$ cat src/rtl/uirq_pkg.sv
`timescale 1ns/1ps
package uirq_pkg;
   typedef enum logic [2:0] {
      CAUSE_NONE = 3'b000,
      CAUSE_THRE = 3'b001,
      CAUSE_RDA  = 3'b010,
      CAUSE_RLS  = 3'b011,
      CAUSE_CTI  = 3'b110
   } cause_e;

   localparam int IEN_W   = 5;
   localparam int ID_W    = 10;
   localparam int EN_RDA  = 0;
   localparam int EN_THRE = 1;
   localparam int EN_RLS  = 2;
   localparam int EN_ABTO = 3;
   localparam int EN_ABEO = 4;
endpackage

$ cat src/rtl/uirq_trig.sv
`timescale 1ns/1ps
module uirq_trig #(
   parameter int FIFO_DEPTH = 16,
   parameter int LVL_W      = $clog2(FIFO_DEPTH + 1),
   parameter int TRIG0      = 1,
   parameter int TRIG1      = 4,
   parameter int TRIG2      = 8,
   parameter int TRIG3      = 14
) (
   input  logic             fifo_on,
   input  logic [1:0]       sel,
   input  logic [LVL_W-1:0] level,
   output logic             at_trig
);
   logic [LVL_W-1:0] thresh;

   initial begin
      assert (TRIG0 >= 1 && TRIG0 <= TRIG1 && TRIG1 <= TRIG2 &&
              TRIG2 <= TRIG3 && TRIG3 <= FIFO_DEPTH)
         else $error("uirq_trig: trigger levels out of order or beyond FIFO depth");
   end

   always_comb begin
      if (!fifo_on) thresh = LVL_W'(1);
      else begin
         unique case (sel)
            2'b00:   thresh = LVL_W'(TRIG0);
            2'b01:   thresh = LVL_W'(TRIG1);
            2'b10:   thresh = LVL_W'(TRIG2);
            default: thresh = LVL_W'(TRIG3);
         endcase
      end
   end

   assign at_trig = (level >= thresh);
endmodule

$ cat src/rtl/uirq_tmo.sv
`timescale 1ns/1ps
module uirq_tmo #(
   parameter int TMO_CHARS = 4,
   parameter int LVL_W     = 5
) (
   input  logic             clk,
   input  logic             rst_n,
   input  logic             fifo_on,
   input  logic [LVL_W-1:0] level,
   input  logic             push,
   input  logic             pop,
   input  logic             tick,
   output logic             hit
);
   localparam int CW = $clog2(TMO_CHARS + 1);

   logic [CW-1:0] cnt;
   logic          act;

   initial begin
      assert (TMO_CHARS >= 1) else $error("uirq_tmo: TMO_CHARS must be at least 1");
   end

   assign act = fifo_on && (level != '0);

   always_ff @(posedge clk or negedge rst_n) begin
      if (!rst_n) begin
         cnt <= '0;
         hit <= 1'b0;
      end else if (!act || push || pop) begin
         cnt <= '0;
         hit <= 1'b0;
      end else if (tick && !hit) begin
         cnt <= cnt + 1'b1;
         if (cnt == CW'(TMO_CHARS - 1)) hit <= 1'b1;
      end
   end

   AST_TMO_RESTART: assert property (@(posedge clk) disable iff (!rst_n)
      (push || pop) |=> !hit);
   AST_TMO_NEEDS_DATA: assert property (@(posedge clk) disable iff (!rst_n)
      $rose(hit) |-> $past(act) && $past(tick));
endmodule

$ cat src/rtl/uirq_thre.sv
`timescale 1ns/1ps
module uirq_thre (
   input  logic clk,
   input  logic rst_n,
   input  logic thr_empty,
   input  logic clr,
   output logic pend
);
   logic thr_q;

   always_ff @(posedge clk or negedge rst_n) begin
      if (!rst_n) begin
         thr_q <= 1'b0;
         pend  <= 1'b0;
      end else begin
         thr_q <= thr_empty;
         if (!thr_empty)          pend <= 1'b0;
         else if (!thr_q)         pend <= 1'b1;
         else if (clr)            pend <= 1'b0;
      end
   end

   AST_THRE_RISE_SETS: assert property (@(posedge clk) disable iff (!rst_n)
      (thr_empty && !thr_q) |=> pend);
   AST_THRE_READ_CLEARS: assert property (@(posedge clk) disable iff (!rst_n)
      (clr && thr_q) |=> !pend);
endmodule

$ cat src/rtl/uirq_prio.sv
`timescale 1ns/1ps
module uirq_prio
   import uirq_pkg::*;
#(
   parameter bit HAS_AUTOBAUD = 1'b1
) (
   input  logic   rls,
   input  logic   rda,
   input  logic   cti,
   input  logic   thre,
   input  logic   abe,
   input  logic   abt,
   output cause_e code,
   output logic   pend_n,
   output logic   abe_o,
   output logic   abt_o
);
   logic main_any;

   always_comb begin
      if (rls)       code = CAUSE_RLS;
      else if (rda)  code = CAUSE_RDA;
      else if (cti)  code = CAUSE_CTI;
      else if (thre) code = CAUSE_THRE;
      else           code = CAUSE_NONE;
   end

   assign main_any = rls | rda | cti | thre;

   generate
      if (HAS_AUTOBAUD) begin : g_ab
         assign abe_o  = abe;
         assign abt_o  = abt;
         assign pend_n = !(main_any | abe | abt);
      end else begin : g_no_ab
         assign abe_o  = 1'b0;
         assign abt_o  = 1'b0;
         assign pend_n = !main_any;
      end
   endgenerate
endmodule

$ cat src/rtl/uirq_ident.sv
`timescale 1ns/1ps
module uirq_ident
   import uirq_pkg::*;
#(
   parameter int FIFO_DEPTH   = 16,
   parameter int LVL_W        = $clog2(FIFO_DEPTH + 1),
   parameter int TMO_CHARS    = 4,
   parameter int TRIG0        = 1,
   parameter int TRIG1        = 4,
   parameter int TRIG2        = 8,
   parameter int TRIG3        = 14,
   parameter bit HAS_AUTOBAUD = 1'b1
) (
   input  logic             clk,
   input  logic             rst_n,
   input  logic [4:0]       ien,
   input  logic             fifo_on,
   input  logic [1:0]       trig_sel,
   input  logic [LVL_W-1:0] rx_level,
   input  logic             rx_push,
   input  logic             rx_pop,
   input  logic             char_tick,
   input  logic             err_overrun,
   input  logic             err_parity,
   input  logic             err_frame,
   input  logic             err_break,
   input  logic             thr_empty,
   input  logic             ab_end,
   input  logic             ab_tmo,
   input  logic             id_rd,
   output logic             irq,
   output logic [9:0]       id_word
);
   logic   at_trig, tmo_hit, thre_pend, thre_clr;
   logic   rls_v, rda_v, cti_v, thre_v, abe_v, abt_v;
   logic   pend_n, abe_o, abt_o;
   cause_e code;

   initial begin
      assert (LVL_W >= $clog2(FIFO_DEPTH + 1)) else $error("uirq_ident: LVL_W too narrow");
      assert (IEN_W == 5 && ID_W == 10) else $error("uirq_ident: package widths changed");
   end

   uirq_trig #(
      .FIFO_DEPTH(FIFO_DEPTH), .LVL_W(LVL_W),
      .TRIG0(TRIG0), .TRIG1(TRIG1), .TRIG2(TRIG2), .TRIG3(TRIG3)
   ) trig_i (
      .fifo_on(fifo_on), .sel(trig_sel), .level(rx_level), .at_trig(at_trig)
   );

   uirq_tmo #(.TMO_CHARS(TMO_CHARS), .LVL_W(LVL_W)) tmo_i (
      .clk(clk), .rst_n(rst_n), .fifo_on(fifo_on), .level(rx_level),
      .push(rx_push), .pop(rx_pop), .tick(char_tick), .hit(tmo_hit)
   );

   uirq_thre thre_i (
      .clk(clk), .rst_n(rst_n), .thr_empty(thr_empty), .clr(thre_clr), .pend(thre_pend)
   );

   assign rls_v  = ien[EN_RLS]  && (err_overrun | err_parity | err_frame | err_break);
   assign rda_v  = ien[EN_RDA]  && at_trig;
   assign cti_v  = ien[EN_RDA]  && tmo_hit;
   assign thre_v = ien[EN_THRE] && thre_pend;
   assign abe_v  = ien[EN_ABEO] && ab_end;
   assign abt_v  = ien[EN_ABTO] && ab_tmo;

   uirq_prio #(.HAS_AUTOBAUD(HAS_AUTOBAUD)) prio_i (
      .rls(rls_v), .rda(rda_v), .cti(cti_v), .thre(thre_v), .abe(abe_v), .abt(abt_v),
      .code(code), .pend_n(pend_n), .abe_o(abe_o), .abt_o(abt_o)
   );

   assign thre_clr = id_rd && !pend_n && (code == CAUSE_THRE);
   assign irq      = !pend_n;
   assign id_word  = {abt_o, abe_o, fifo_on, fifo_on, 2'b00, code, pend_n};

   AST_RLS_FIRST: assert property (@(posedge clk) disable iff (!rst_n)
      (ien[2] && (err_overrun || err_parity || err_frame || err_break))
         |-> (id_word[3:1] == 3'b011));
   AST_QUIET_WHEN_MASKED: assert property (@(posedge clk) disable iff (!rst_n)
      (ien == 5'b0) |-> (!irq && id_word[0]));
   AST_IDLE_CODE: assert property (@(posedge clk) disable iff (!rst_n)
      id_word[0] |-> (id_word[3:1] == 3'b000));
   AST_FIFO_BITS: assert property (@(posedge clk) disable iff (!rst_n)
      (id_word[7:6] == {2{fifo_on}}) && (id_word[5:4] == 2'b00));
endmodule

$ cat config.mk
export PLATFORM = sky130hd
export DESIGN_NAME = uirq_ident
export DESIGN_NICKNAME = d
export VERILOG_FILES = /design/src/rtl/uirq_pkg.sv /design/src/rtl/uirq_trig.sv /design/src/rtl/uirq_tmo.sv /design/src/rtl/uirq_thre.sv /design/src/rtl/uirq_prio.sv /design/src/rtl/uirq_ident.sv
export SDC_FILE = /design/constraint.sdc
export NUM_CORES = 1
export LEC_CHECK = 0
export BUFFER_PORTS_ARGS = -buffer_cell sky130_fd_sc_hd__buf_4
export CORE_MARGIN = 5
export CORE_UTILIZATION = 35
export DETAILED_ROUTE_END_ITERATION = 10
export PLACE_DENSITY_LB_ADDON = 0.25
export RECOVER_POWER = 25
export SLEW_MARGIN = 20
export SYNTH_ARGS = -nofsm -noshare
export SYNTH_HDL_FRONTEND = slang
export SYNTH_SLANG_ARGS = --single-unit
$ cat constraint.sdc
create_clock -name clk -period 2.2 [get_ports clk]
set_clock_uncertainty 0.15 [all_clocks]
set_input_delay 0.22 -clock clk [delete_from_list [all_inputs] [get_ports clk]]
set_output_delay 0.22 -clock clk [all_outputs]
set_load 0.01 [all_outputs]
==> flow_metrics.tcl <==
set metrics [dict create \
    maxSlewViolCount 0 \
    wl_um 1202 \
    antenna_cells 0 \
    clock.fmax_mhz 501.0 \
    ys_seq_area_share_pct 27.40 \
    cts-buffers-inserted 3 \
    dieArea_um2 2457 \
    cp-end-kind "output port" \
    clockPowerShare_pct 30.4 \
    clock_path_buffers 2 \
    comb_power_share_pct 33.9 \
    cts_tree "built" \
    switching_power_w 0.00008756 \
    grt_pass1_vias 474 \
    clk_pin_slew_ns 0.04 \
    period_minus_slack_ns 1.996 \
    cp_top_family "compound AO/OA/AOI/OAI gates" \
    reg2reg_depth 3 \
    nFillCells 137 \
    synth-seq-cells 6 \
    finalInstanceArea_um2 813.3 \
    crit_path_frequent_cell "buf_4" \
    cp_num_buf_inv 2 \
    place_area_um2 774.5 \
    power.leakage_nw 0.4168 \
    wl_per_cell_um 11.03 \
    synthArstFlopShare_pct 100.0 \
    register_area_um2 150.1 \
    multi_input_area_um2 330.3 \
    gr-usage-all-layers_pct 9.327 \
    drc_errors 0 \
    final_hold_viol_count 0 \
    arrival_ns 1.63 \
    critPathSlowestCell "ha_1" \
    route.vias.total 513 \
    worstPathCellList "buf_4, nand2_1, ha_1, a211oi_2, nand2_2, o31ai_4, and3_1, buf_4" \
    synth-edff-count 0 \
    r2r_slack_ns 0.91 \
    critPathLaunchType "input port" \
    grt_max_degree 8 \
    gr-total-overflow 0 \
    grt_pass1_wl_um 1869 \
    row_count 14 \
    antenna_found_initial 0 \
    ys_warn_count 0 \
    seqPwrFrac_pct 35.7 \
    portBuffers 34 \
    clkSinkCount 6 \
    cts_resized 0 \
    area_growth_pct 48.40 \
    sw_frac_of_total_pct 26.93 \
    ios 37 \
    start_util_pct 36.81 \
    period_share_pct 90.72 \
    gp_congestion 0.6693 \
    mostFrequentLayoutCell "buf_4" \
    viasPerCell 4.706 \
    syn_inst 60 \
    tns_ns 0 \
    detail-route-antenna-nets 0 \
    netlist_area_um2 548.0 \
    drive_gt1_share_pct 44.09 \
    dr.pass1.iters 3 \
    setup_violations 0 \
    vdd_ir_drop_max_uv 291.6 \
    whs_path_depth 3 \
    crit_fanout 7 \
    cp_num_cells 8 \
    core_um2 1489 \
    fin_total_pwr_w 0.0003251 \
    post-dp-hpwl_um 1027 \
    final_cell_mix "buf_4, ha_1, dfrtp_1" \
    nNetsFinal 127 \
    required_ns 1.83 \
    drt_iter0_drc 4 \
    synth_cell_type_count 25 \
    ys.flop_type "dfrtp_1" \
    die_x_um 49.57 \
    post_cts_buffers 0 \
    h-tree-depth 1 \
    cts_root_buf "clkbuf_4" \
    power_density_nw_per_um2 399.8 \
    grt_setup_unrepaired "false" \
    worstHoldPathType "input port to flip-flop" \
    crit_type "input port to output port" \
    slowest_delay_ns 0.31 \
    run_status "complete, no violations" \
    clkLatencyLatePin_ns 0.24 \
    p_int_w 0.0002376 \
    synth.avg_cell_area_um2 9.134 \
    die_h_um 49.57 \
    maxCapViolCount 0 \
]
[kinds of logic after synthesis]
family                   share of synthesized area, %
AO/OA/AOI/OAI                                   22.60
XOR/XNOR                                        1.598
adder cells (fa/ha/maj)                         13.70
buffers and inverters                           13.01
flip-flops                                      27.40
multiplexers                                    1.827
other                                          0.6843
AND/OR/NAND/NOR                                 19.18
[metrics by stage]
stage	util [%]	hold WS, ns	worst slack [ns]	instances
floorplan	-	-0.2256	0.4207	61
global placement	52.02	-0.1189	0.2302	104
detailed placement	52.02	-0.1203	0.2001	104
CTS	54.87	0.07120	0.1975	109
global route	54.62	0.07538	0.1027	109
finish	54.62	0.07905	0.2042	109
[synthesized netlist by cell type, drive strengths merged (2+ instances only)]
master	n	share of area, %
dfrtp	6	27
inv	5	3.4
nand2	4	3.2
ha	6	14
and3	2	2.3
a211oi	3	5.0
nor2	5	3.4
o21ai	2	1.8
and2	2	2.3
nand3	5	4.6
buf	7	9.6
a21oi	2	1.8
[registers in the layout, summed over array words and instances, names as in the netlist]
| name | cells |
|---|---|
| tmo_i.hit | 1 |
| thre_i.pend | 1 |
| tmo_i.cnt | 3 |
| thre_i.thr_q | 1 |
[layer usage]
layer	track usage, %	vias up	wire (um)
met1	11.58	221	497
met2	13.77	21	554
met3	6.024	0	150
met4	1.310	0	0
li1	-	271	-
met5	0	-	0
[power groups by stage]
stage,clock network [W],logic [W],registers (W)
floorplan,0,0.0000560,0.000117
global placement,0,0.000108,0.000118
detailed placement,0,0.000109,0.000117
CTS,0.000104,0.000113,0.000116
global route,0.000114,0.000123,0.000116
finish,0.0000988,0.000110,0.000116
[cell type report]
cell class,instances,area share (%)
Tap cell,16,2.462
Multi-Input combinational cell,43,40.62
Timing Repair Buffer,36,33.38
Inverter,5,2.308
Clock buffer,3,2.769
Sequential cell,6,18.46
[worst paths after layout]
| path | from | end |
|---|---|---|
| setup / recovery | fifo_on | id_word[0] |
| hold / removal | char_tick | tmo_i.hit |
| setup reg to reg | tmo_i.hit | tmo_i.cnt[1] |
| hold reg to reg | tmo_i.cnt[1] | tmo_i.cnt[1] |
| max in group asynchronous | rst_n | tmo_i.cnt[0] |
| min in group asynchronous | rst_n | tmo_i.hit |
[worst reg2reg max path, cell delays in order, from the launching register on]
cell and delay, ns:
dfrtp_1 0.42, nor2b_1 0.31, mux2i_1 0.23, nor2_1 0.06
[timing repair]
action,in CTS,in global routing
setup endpoints to repair,0,0
hold endpoints to repair,7,0
hold buffers,2,0
Note: power is estimated with default switching activity, not from simulation.
